<file path="config.mk">
export PLATFORM = sky130hd
export DESIGN_NAME = sdh_irq_unit
export DESIGN_NICKNAME = d
export VERILOG_FILES = /design/src/rtl/isu_pkg.sv /design/src/rtl/isu_w1c_bank.sv /design/src/rtl/isu_ctrl_reg.sv /design/src/rtl/isu_card_detect.sv /design/src/rtl/isu_irq_out.sv /design/src/rtl/sdh_irq_unit.sv
export SDC_FILE = /design/constraint.sdc
export NUM_CORES = 1
export LEC_CHECK = 0
export ABC_AREA = 1
export BUFFER_PORTS_ARGS = -buffer_cell sky130_fd_sc_hd__buf_2
export CAP_MARGIN = 25
export CORE_ASPECT_RATIO = 0.6
export CORE_UTILIZATION = 59
export CTS_CLUSTER_DIAMETER = 80
export CTS_CLUSTER_SIZE = 8
export DETAILED_ROUTE_END_ITERATION = 6
export PLACE_DENSITY_LB_ADDON = 0.2
export SLEW_MARGIN = 20
export SYNTH_ARGS = -nofsm -noshare
export SYNTH_HDL_FRONTEND = slang
export SYNTH_SLANG_ARGS = --single-unit
</file>
<file path="constraint.sdc">
create_clock -name clk -period 2.9 [get_ports clk]
set_clock_uncertainty 0.05 [all_clocks]
set_input_delay 0.29 -clock clk [delete_from_list [all_inputs] [get_ports clk]]
set_output_delay 0.29 -clock clk [all_outputs]
set_load 0.005 [all_outputs]
</file>
<file path="src/rtl/isu_pkg.sv">
package isu_pkg;
  localparam int ISU_DW    = 32;
  localparam int ISU_AW    = 3;
  localparam int ISU_NRST  = 3;

  localparam logic [ISU_AW-1:0] A_CTRL  = 3'd0;
  localparam logic [ISU_AW-1:0] A_MASK  = 3'd1;
  localparam logic [ISU_AW-1:0] A_MSTAT = 3'd2;
  localparam logic [ISU_AW-1:0] A_RSTAT = 3'd3;
  localparam logic [ISU_AW-1:0] A_CSTAT = 3'd4;
  localparam logic [ISU_AW-1:0] A_DSTAT = 3'd5;

  localparam int B_IRQ_EN  = 4;
  localparam int B_DMA_EN  = 5;
  localparam int B_PRESENT = 8;
  localparam int B_FLEVEL  = 17;
  localparam int B_FEMPTY  = 2;
  localparam int D_TX      = 0;
  localparam int D_RX      = 1;
  localparam int D_SUM     = 8;

  localparam logic [ISU_DW-1:0] CTRL_RESET = 32'h0000_0300;
endpackage

</file>
<file path="src/rtl/isu_w1c_bank.sv">
module isu_w1c_bank #(
  parameter int W = 32,
  parameter logic [W-1:0] CLR_MASK = '1
) (
  input  logic         clk,
  input  logic         rst,
  input  logic [W-1:0] set_i,
  input  logic [W-1:0] wclr_i,
  input  logic [W-1:0] hclr_i,
  output logic [W-1:0] q_o
);
  logic [W-1:0] q;
  logic [W-1:0] nxt;

  // per-bit next state: set has priority over both clear sources
  for (genvar i = 0; i < W; i++) begin : g_bit
    assign nxt[i] = set_i[i] ? 1'b1 :
                    (((wclr_i[i] && CLR_MASK[i]) || hclr_i[i]) ? 1'b0 : q[i]);
  end

  always_ff @(posedge clk) begin
    if (rst) q <= '0;
    else     q <= nxt;
  end

  assign q_o = q;

  // a pulsed bit is set on the next cycle whatever else happened
  p_set_wins_r6: assert property (@(posedge clk) disable iff (rst)
    (|set_i) |=> ((q_o & $past(set_i)) == $past(set_i)));

  // a software clear of a clearable, unpulsed bit takes effect
  p_w1c_clear_r3: assert property (@(posedge clk) disable iff (rst)
    (|(wclr_i & CLR_MASK & ~set_i)) |=> ((q_o & $past(wclr_i & CLR_MASK & ~set_i)) == '0));

  // bits outside the clearable field never drop through a write
  p_upper_keep_r9: assert property (@(posedge clk) disable iff (rst)
    1'b1 |=> ((($past(q_o) & ~CLR_MASK & ~$past(hclr_i)) & ~q_o) == '0));
endmodule

</file>
<file path="src/rtl/isu_ctrl_reg.sv">
module isu_ctrl_reg #(
  parameter int W = 32,
  parameter int NRST = 3,
  parameter logic [W-1:0] RST_VAL = '0
) (
  input  logic            clk,
  input  logic            rst,
  input  logic            we_i,
  input  logic [W-1:0]    wdata_i,
  output logic [W-1:0]    ctrl_o,
  output logic [NRST-1:0] rstreq_o
);
  logic [W-1:0]    ctrl_q;
  logic [NRST-1:0] req_q;

  always_ff @(posedge clk) begin
    if (rst) begin
      ctrl_q <= RST_VAL & ~W'((1 << NRST) - 1);
      req_q  <= '0;
    end else begin
      req_q <= we_i ? wdata_i[NRST-1:0] : '0;
      if (we_i) ctrl_q <= {wdata_i[W-1:NRST], {NRST{1'b0}}};
    end
  end

  assign ctrl_o   = ctrl_q;
  assign rstreq_o = req_q;

  // a reset request only follows a control write
  p_req_after_write_r8: assert property (@(posedge clk) disable iff (rst)
    (|rstreq_o) |-> $past(we_i));

  // a request lasts a single cycle unless a new write arrives
  p_req_one_cycle_r8: assert property (@(posedge clk) disable iff (rst)
    ((|rstreq_o) && !we_i) |=> (rstreq_o == '0));
endmodule

</file>
<file path="src/rtl/isu_card_detect.sv">
module isu_card_detect (
  input  logic clk,
  input  logic rst,
  input  logic card_i,
  input  logic clr_i,
  output logic ins_o,
  output logic rem_o,
  output logic present_o
);
  logic prev_q;
  logic pres_q;

  assign ins_o = card_i && !prev_q;
  assign rem_o = !card_i && prev_q;

  always_ff @(posedge clk) begin
    if (rst) begin
      prev_q <= 1'b1;
      pres_q <= 1'b1;
    end else begin
      prev_q <= card_i;
      if (ins_o)      pres_q <= 1'b1;
      else if (rem_o) pres_q <= 1'b0;
      else if (clr_i) pres_q <= 1'b0;
    end
  end

  assign present_o = pres_q;

  // an insertion edge leaves the present flag set
  p_insert_r7: assert property (@(posedge clk) disable iff (rst)
    $rose(card_i) |=> present_o);

  // a removal edge leaves the present flag clear
  p_remove_r7: assert property (@(posedge clk) disable iff (rst)
    $fell(card_i) |=> !present_o);
endmodule

</file>
<file path="src/rtl/isu_irq_out.sv">
module isu_irq_out #(
  parameter int W = 32
) (
  input  logic         clk,
  input  logic         rst,
  input  logic         en_i,
  input  logic [W-1:0] raw_i,
  input  logic [W-1:0] mask_i,
  output logic [W-1:0] masked_o,
  output logic         irq_o
);
  logic irq_q;

  assign masked_o = raw_i & mask_i;

  always_ff @(posedge clk) begin
    if (rst) irq_q <= 1'b0;
    else     irq_q <= en_i && (|masked_o);
  end

  assign irq_o = irq_q;

  // the line needs the global enable one cycle earlier
  p_irq_needs_en_r5: assert property (@(posedge clk) disable iff (rst)
    irq_o |-> $past(en_i));

  // the line needs a pending unmasked bit one cycle earlier
  p_irq_needs_src_r5: assert property (@(posedge clk) disable iff (rst)
    irq_o |-> $past(|(raw_i & mask_i)));

  // an enabled pending bit raises the line on the next cycle
  p_irq_raise_r5: assert property (@(posedge clk) disable iff (rst)
    (en_i && (|(raw_i & mask_i))) |=> irq_o);
endmodule

</file>
<file path="src/rtl/sdh_irq_unit.sv">
module sdh_irq_unit
  import isu_pkg::*;
#(
  parameter int DATA_W    = ISU_DW,
  parameter int ADDR_W    = ISU_AW,
  parameter int DMA_CLR_W = 10
) (
  input  logic                clk,
  input  logic                rst,
  input  logic [ADDR_W-1:0]   reg_addr,
  input  logic                reg_we,
  input  logic                reg_re,
  input  logic [DATA_W-1:0]   reg_wdata,
  output logic [DATA_W-1:0]   reg_rdata,
  input  logic [DATA_W-3:0]   evt_i,
  input  logic                dma_tx_done_i,
  input  logic                dma_rx_done_i,
  input  logic [DATA_W-1:0]   dma_evt_i,
  input  logic                card_i,
  input  logic                fifo_ready_i,
  output logic                irq_o,
  output logic                dma_en_o,
  output logic [ISU_NRST-1:0] rst_req_o
);
  localparam int INS_B = DATA_W - 2;
  localparam int REM_B = DATA_W - 1;
  localparam logic [DATA_W-1:0] DMA_MASK =
    {{(DATA_W-DMA_CLR_W){1'b0}}, {DMA_CLR_W{1'b1}}};
  localparam logic [DATA_W-1:0] RAW_MASK = {DATA_W{1'b1}};

  // address decode
  logic we_ctrl, we_mask, we_raw, we_cstat, we_dstat;
  assign we_ctrl  = reg_we && (reg_addr == ADDR_W'(A_CTRL));
  assign we_mask  = reg_we && (reg_addr == ADDR_W'(A_MASK));
  assign we_raw   = reg_we && ((reg_addr == ADDR_W'(A_RSTAT)) ||
                               (reg_addr == ADDR_W'(A_MSTAT)));
  assign we_cstat = reg_we && (reg_addr == ADDR_W'(A_CSTAT));
  assign we_dstat = reg_we && (reg_addr == ADDR_W'(A_DSTAT));

  // control word
  logic [DATA_W-1:0] ctrl;
  isu_ctrl_reg #(.W(DATA_W), .NRST(ISU_NRST), .RST_VAL(DATA_W'(CTRL_RESET))) u_ctrl (
    .clk      (clk),
    .rst      (rst),
    .we_i     (we_ctrl),
    .wdata_i  (reg_wdata),
    .ctrl_o   (ctrl),
    .rstreq_o (rst_req_o)
  );
  assign dma_en_o = ctrl[B_DMA_EN];

  // mask register
  logic [DATA_W-1:0] mask_q;
  always_ff @(posedge clk) begin
    if (rst)          mask_q <= '0;
    else if (we_mask) mask_q <= reg_wdata;
  end

  // card detect
  logic ins_ev, rem_ev, present;
  isu_card_detect u_card (
    .clk       (clk),
    .rst       (rst),
    .card_i    (card_i),
    .clr_i     (we_cstat && reg_wdata[B_PRESENT]),
    .ins_o     (ins_ev),
    .rem_o     (rem_ev),
    .present_o (present)
  );

  // raw status
  logic [DATA_W-1:0] raw_set, raw_wclr, raw_hclr, raw_q;
  assign raw_set  = {rem_ev, ins_ev, evt_i};
  assign raw_wclr = we_raw ? reg_wdata : '0;
  assign raw_hclr = {ins_ev, rem_ev, {(DATA_W-2){1'b0}}};

  isu_w1c_bank #(.W(DATA_W), .CLR_MASK(RAW_MASK)) u_raw (
    .clk    (clk),
    .rst    (rst),
    .set_i  (raw_set),
    .wclr_i (raw_wclr),
    .hclr_i (raw_hclr),
    .q_o    (raw_q)
  );

  // DMA status
  logic [DATA_W-1:0] dma_set, dma_wclr, dma_q;
  always_comb begin
    dma_set        = dma_evt_i;
    dma_set[D_TX]  = dma_evt_i[D_TX]  | dma_tx_done_i;
    dma_set[D_RX]  = dma_evt_i[D_RX]  | dma_rx_done_i;
    dma_set[D_SUM] = dma_evt_i[D_SUM] | dma_tx_done_i | dma_rx_done_i;
  end
  assign dma_wclr = we_dstat ? reg_wdata : '0;

  isu_w1c_bank #(.W(DATA_W), .CLR_MASK(DMA_MASK)) u_dma (
    .clk    (clk),
    .rst    (rst),
    .set_i  (dma_set),
    .wclr_i (dma_wclr),
    .hclr_i ({DATA_W{1'b0}}),
    .q_o    (dma_q)
  );

  // interrupt output
  logic [DATA_W-1:0] masked;
  isu_irq_out #(.W(DATA_W)) u_irq (
    .clk      (clk),
    .rst      (rst),
    .en_i     (ctrl[B_IRQ_EN]),
    .raw_i    (raw_q),
    .mask_i   (mask_q),
    .masked_o (masked),
    .irq_o    (irq_o)
  );

  // read path
  logic [DATA_W-1:0] cstat, rd_mux, rdata_q;
  always_comb begin
    cstat            = '0;
    cstat[B_PRESENT] = present;
    cstat[B_FLEVEL]  = fifo_ready_i;
    cstat[B_FEMPTY]  = !fifo_ready_i;
  end

  always_comb begin
    rd_mux = '0;
    if (reg_addr == ADDR_W'(A_CTRL))  rd_mux = ctrl;
    if (reg_addr == ADDR_W'(A_MASK))  rd_mux = mask_q;
    if (reg_addr == ADDR_W'(A_MSTAT)) rd_mux = masked;
    if (reg_addr == ADDR_W'(A_RSTAT)) rd_mux = raw_q;
    if (reg_addr == ADDR_W'(A_CSTAT)) rd_mux = cstat;
    if (reg_addr == ADDR_W'(A_DSTAT)) rd_mux = dma_q;
  end

  always_ff @(posedge clk) begin
    if (rst)         rdata_q <= '0;
    else if (reg_re) rdata_q <= rd_mux;
  end
  assign reg_rdata = rdata_q;

  // insert and remove flags can never be pending together
  p_card_excl_r7: assert property (@(posedge clk) disable iff (rst)
    !(raw_q[INS_B] && raw_q[REM_B]));

  // read data holds while no read is strobed
  p_rdata_hold_r11: assert property (@(posedge clk) disable iff (rst)
    !reg_re |=> $stable(reg_rdata));
endmodule

</file>
==> impl_metrics.py <==
metrics = {
    "cts": {
        "cts_max_level": 4,
        "cts_hold_buf": 0,
        "numCtsBuffers": 17,
        "worstSkewPairLatency_ps": 420,
        "ctsResizeCount": 0,
        "cts_tree": "yes",
        "postCtsSetupBuffers": 0,
        "cts.clk_slew.worst_paths_ps": 60,
        "cts-root-buf": "clkbuf_16",
        "clock_sinks": 163,
        "clock_path_buffers": 2,
    },
    "run_status": {
        "status": "finished, final reports clean",
    },
    "synth": {
        "synth-async-reset-ratio_pct": 0,
        "ys_ff_latch": 163,
        "synth_area_leaders": "dfxtp_1 (46%), nand2_1 (16%), a21oi_1 (11%)",
        "synth_top_area_share_pct": 45.6,
        "netlist_instances": 1052,
        "synth_commonest_cells": "nand2_1 (301), dfxtp_1 (163), a21oi_1 (159)",
        "yosysSeqAreaShare_pct": 45.6,
        "synth_edf_count": 0,
        "syn_avg_cell_area_um2": 6.80,
        "yosysWarnings": 0,
        "ys.flop_type": "dfxtp_1",
        "syn_area_mm2": 0.00715,
        "synthDistinctLibCells": 25,
        "yosysTopAreaCell": "dfxtp_1",
        "syn_nets": 1157,
        "synth_most_common_cell": "nand2_1",
    },
    "critical_path": {
        "start_kind": "primary input",
        "end_kind": "flop",
        "path_class": "in2reg",
        "cp_max_fo": 47,
        "arrival_ps": 1910,
        "cp.required_ps": 3190,
    },
    "final_layout": {
        "synthToLayoutAreaGrowth_pct": 18.8,
        "fin_util_pct": 73.5,
        "n_antenna_cell": 0,
        "fin_area_mm2": 0.00850,
        "drive_above_1_share_pct": 16.9,
        "num-fill-cells": 939,
        "nNetsFinal": 1266,
        "stdcell_count": 1334,
    },
    "timing": {
        "whs_ps": 21.4,
        "finalMaxSlewViolations": 0,
        "final.period_utilization_pct": 55.7,
        "tightest_slew_ps": 903,
        "layout_min_cycle_time_ps": 1620,
        "hold_violations": 0,
        "worst_slack_ps": 1280,
        "setup_violations": 0,
        "rsz0062_at_grt": "false",
        "fin_setup_tns_ps": 0,
        "max_clock_freq_mhz": 619,
        "max_slew_margin_pct": 39.7,
    },
    "pwr": {
        "netSwitchingPower_mw": 1.31,
        "peakVddDrop_mv": 0.399,
        "p_leak_nw": 3.88,
        "netSwitchingFraction_pct": 24.1,
        "p_int_mw": 4.13,
        "seq_power_share_pct": 44.6,
        "p_clk_share_pct": 45.8,
        "pwr-share-comb_pct": 9.6,
        "power_density_mw_per_mm2": 640,
        "power_mw": 5.44,
    },
    "place": {
        "place_inst": 1302,
        "port-buffer-count": 141,
        "hpwl_um": 12600,
        "place_ws_ps": 909,
        "placed_area_mm2": 0.00784,
        "gp_congestion": 0.903,
    },
    "drt": {
        "first_pass_iters": 7,
        "ant_nets": 0,
        "num_vias": 7331,
        "wire_per_inst_um": 15.0,
        "drt_iter0_markers": 754,
        "wl_um": 20100,
        "drc": 0,
        "viasPerCell": 5.50,
    },
    "hold_path": {
        "hold_path.class": "in2reg",
    },
    "floorplanning": {
        "die_w_um": 144,
        "core_mm2": 0.0116,
        "die_y_um": 87.3,
        "start_util_pct": 61.8,
        "ios": 142,
        "die_area_mm2": 0.0126,
        "rows": 30,
    },
    "global_route": {
        "grt_pass1_vias": 6400,
        "grt_use_total_pct": 33.1,
        "overflow": 0,
        "antenna_found_initial": 0,
        "grt_pass1_wl_um": 31800,
        "grt_max_degree": 77,
    },
    "job": {
        "drv_cap": 0,
    },
}
[worst paths after layout]
kind	startpoint	endpoint	slack (ps)	cells past startpoint
worst max-delay path	rst	reg_rdata[22]	1280	5
worst min-delay path	dma_evt_i[16]	u_dma.q_o[16]	20	3
worst max register to register	u_raw.q_o[31]	u_irq.irq_o	1660	6
worst min register to register	reg_rdata[2]	reg_rdata[2]	410	2
[final cells by class]
type	count	area, um2	share of cell area (%)
Clock buffer	20	457	5.37
Clock inverter	12	201	2.37
Inverter	101	380	4.48
Multi-Input combinational cell	725	3200	37.6
Sequential cell	163	3260	38.4
Tap cell	160	200	2.36
Timing Repair Buffer	153	798	9.39
[critical path, stage by stage]
cell and delay, ps:
buf_4 280, inv_1 640, buf_4 360, o21ai_0 130, a21oi_1 180
[sequential cells by signal, indices dropped and copies added (netlist names)]
register	cells
mask_q	32
reg_rdata	32
u_card.present_o	1
u_card.prev_q	1
u_ctrl.ctrl_o	29
u_ctrl.rstreq_o	3
u_dma.q_o	32
u_irq.irq_o	1
u_raw.q_o	32
[cell usage in the layout (no fill, tap or decap), drive strengths merged]
| master | count |
|---|---|
| o21ai | 61 |
| nand2 | 304 |
| clkinvlp | 2 |
| dfxtp | 163 |
| buf | 153 |
| nor2 | 91 |
| clkinv | 5 |
| a21oi | 159 |
| o211ai | 2 |
| o2111ai | 2 |
| clkbuf | 20 |
| a22oi | 1 |
| nand4 | 7 |
| nand3 | 94 |
| nor3 | 3 |
| inv | 101 |
| o21bai | 1 |
| bufinv | 5 |
[power by group through the flow]
| stage | clock, mW | sequential (mW) | combinational [mW] |
|---|---|---|---|
| 2_1_floorplan | 0 | 2.46 | 0.314 |
| 3_5_place_dp | 0 | 2.47 | 0.509 |
| 5_1_grt | 2.61 | 2.44 | 0.585 |
| 3_3_place_gp | 0 | 2.47 | 0.499 |
| 6_report | 2.49 | 2.42 | 0.524 |
| 4_1_cts | 2.49 | 2.42 | 0.515 |
[kinds of logic after synthesis]
group / count (synthesis) / share of synthesized area [%]
simple gates: 499 / 28.6
buf+inv: 164 / 9.71
compound gates: 226 / 16.1
flops: 163 / 45.6
[routing by layer]
layer / vias to the layer above / track usage [%] / part of all wire (%) / routed length, um
met5: - / 0 / 0 / 0
met4: 0 / 9.28 / 1.3 / 259
met3: 28 / 8.03 / 11 / 2150
met2: 397 / 50.9 / 43 / 8560
met1: 3305 / 46.2 / 45 / 9080
li1: 3601 / - / - / -
No activity file was read; power rests on OpenSTA's default activity.
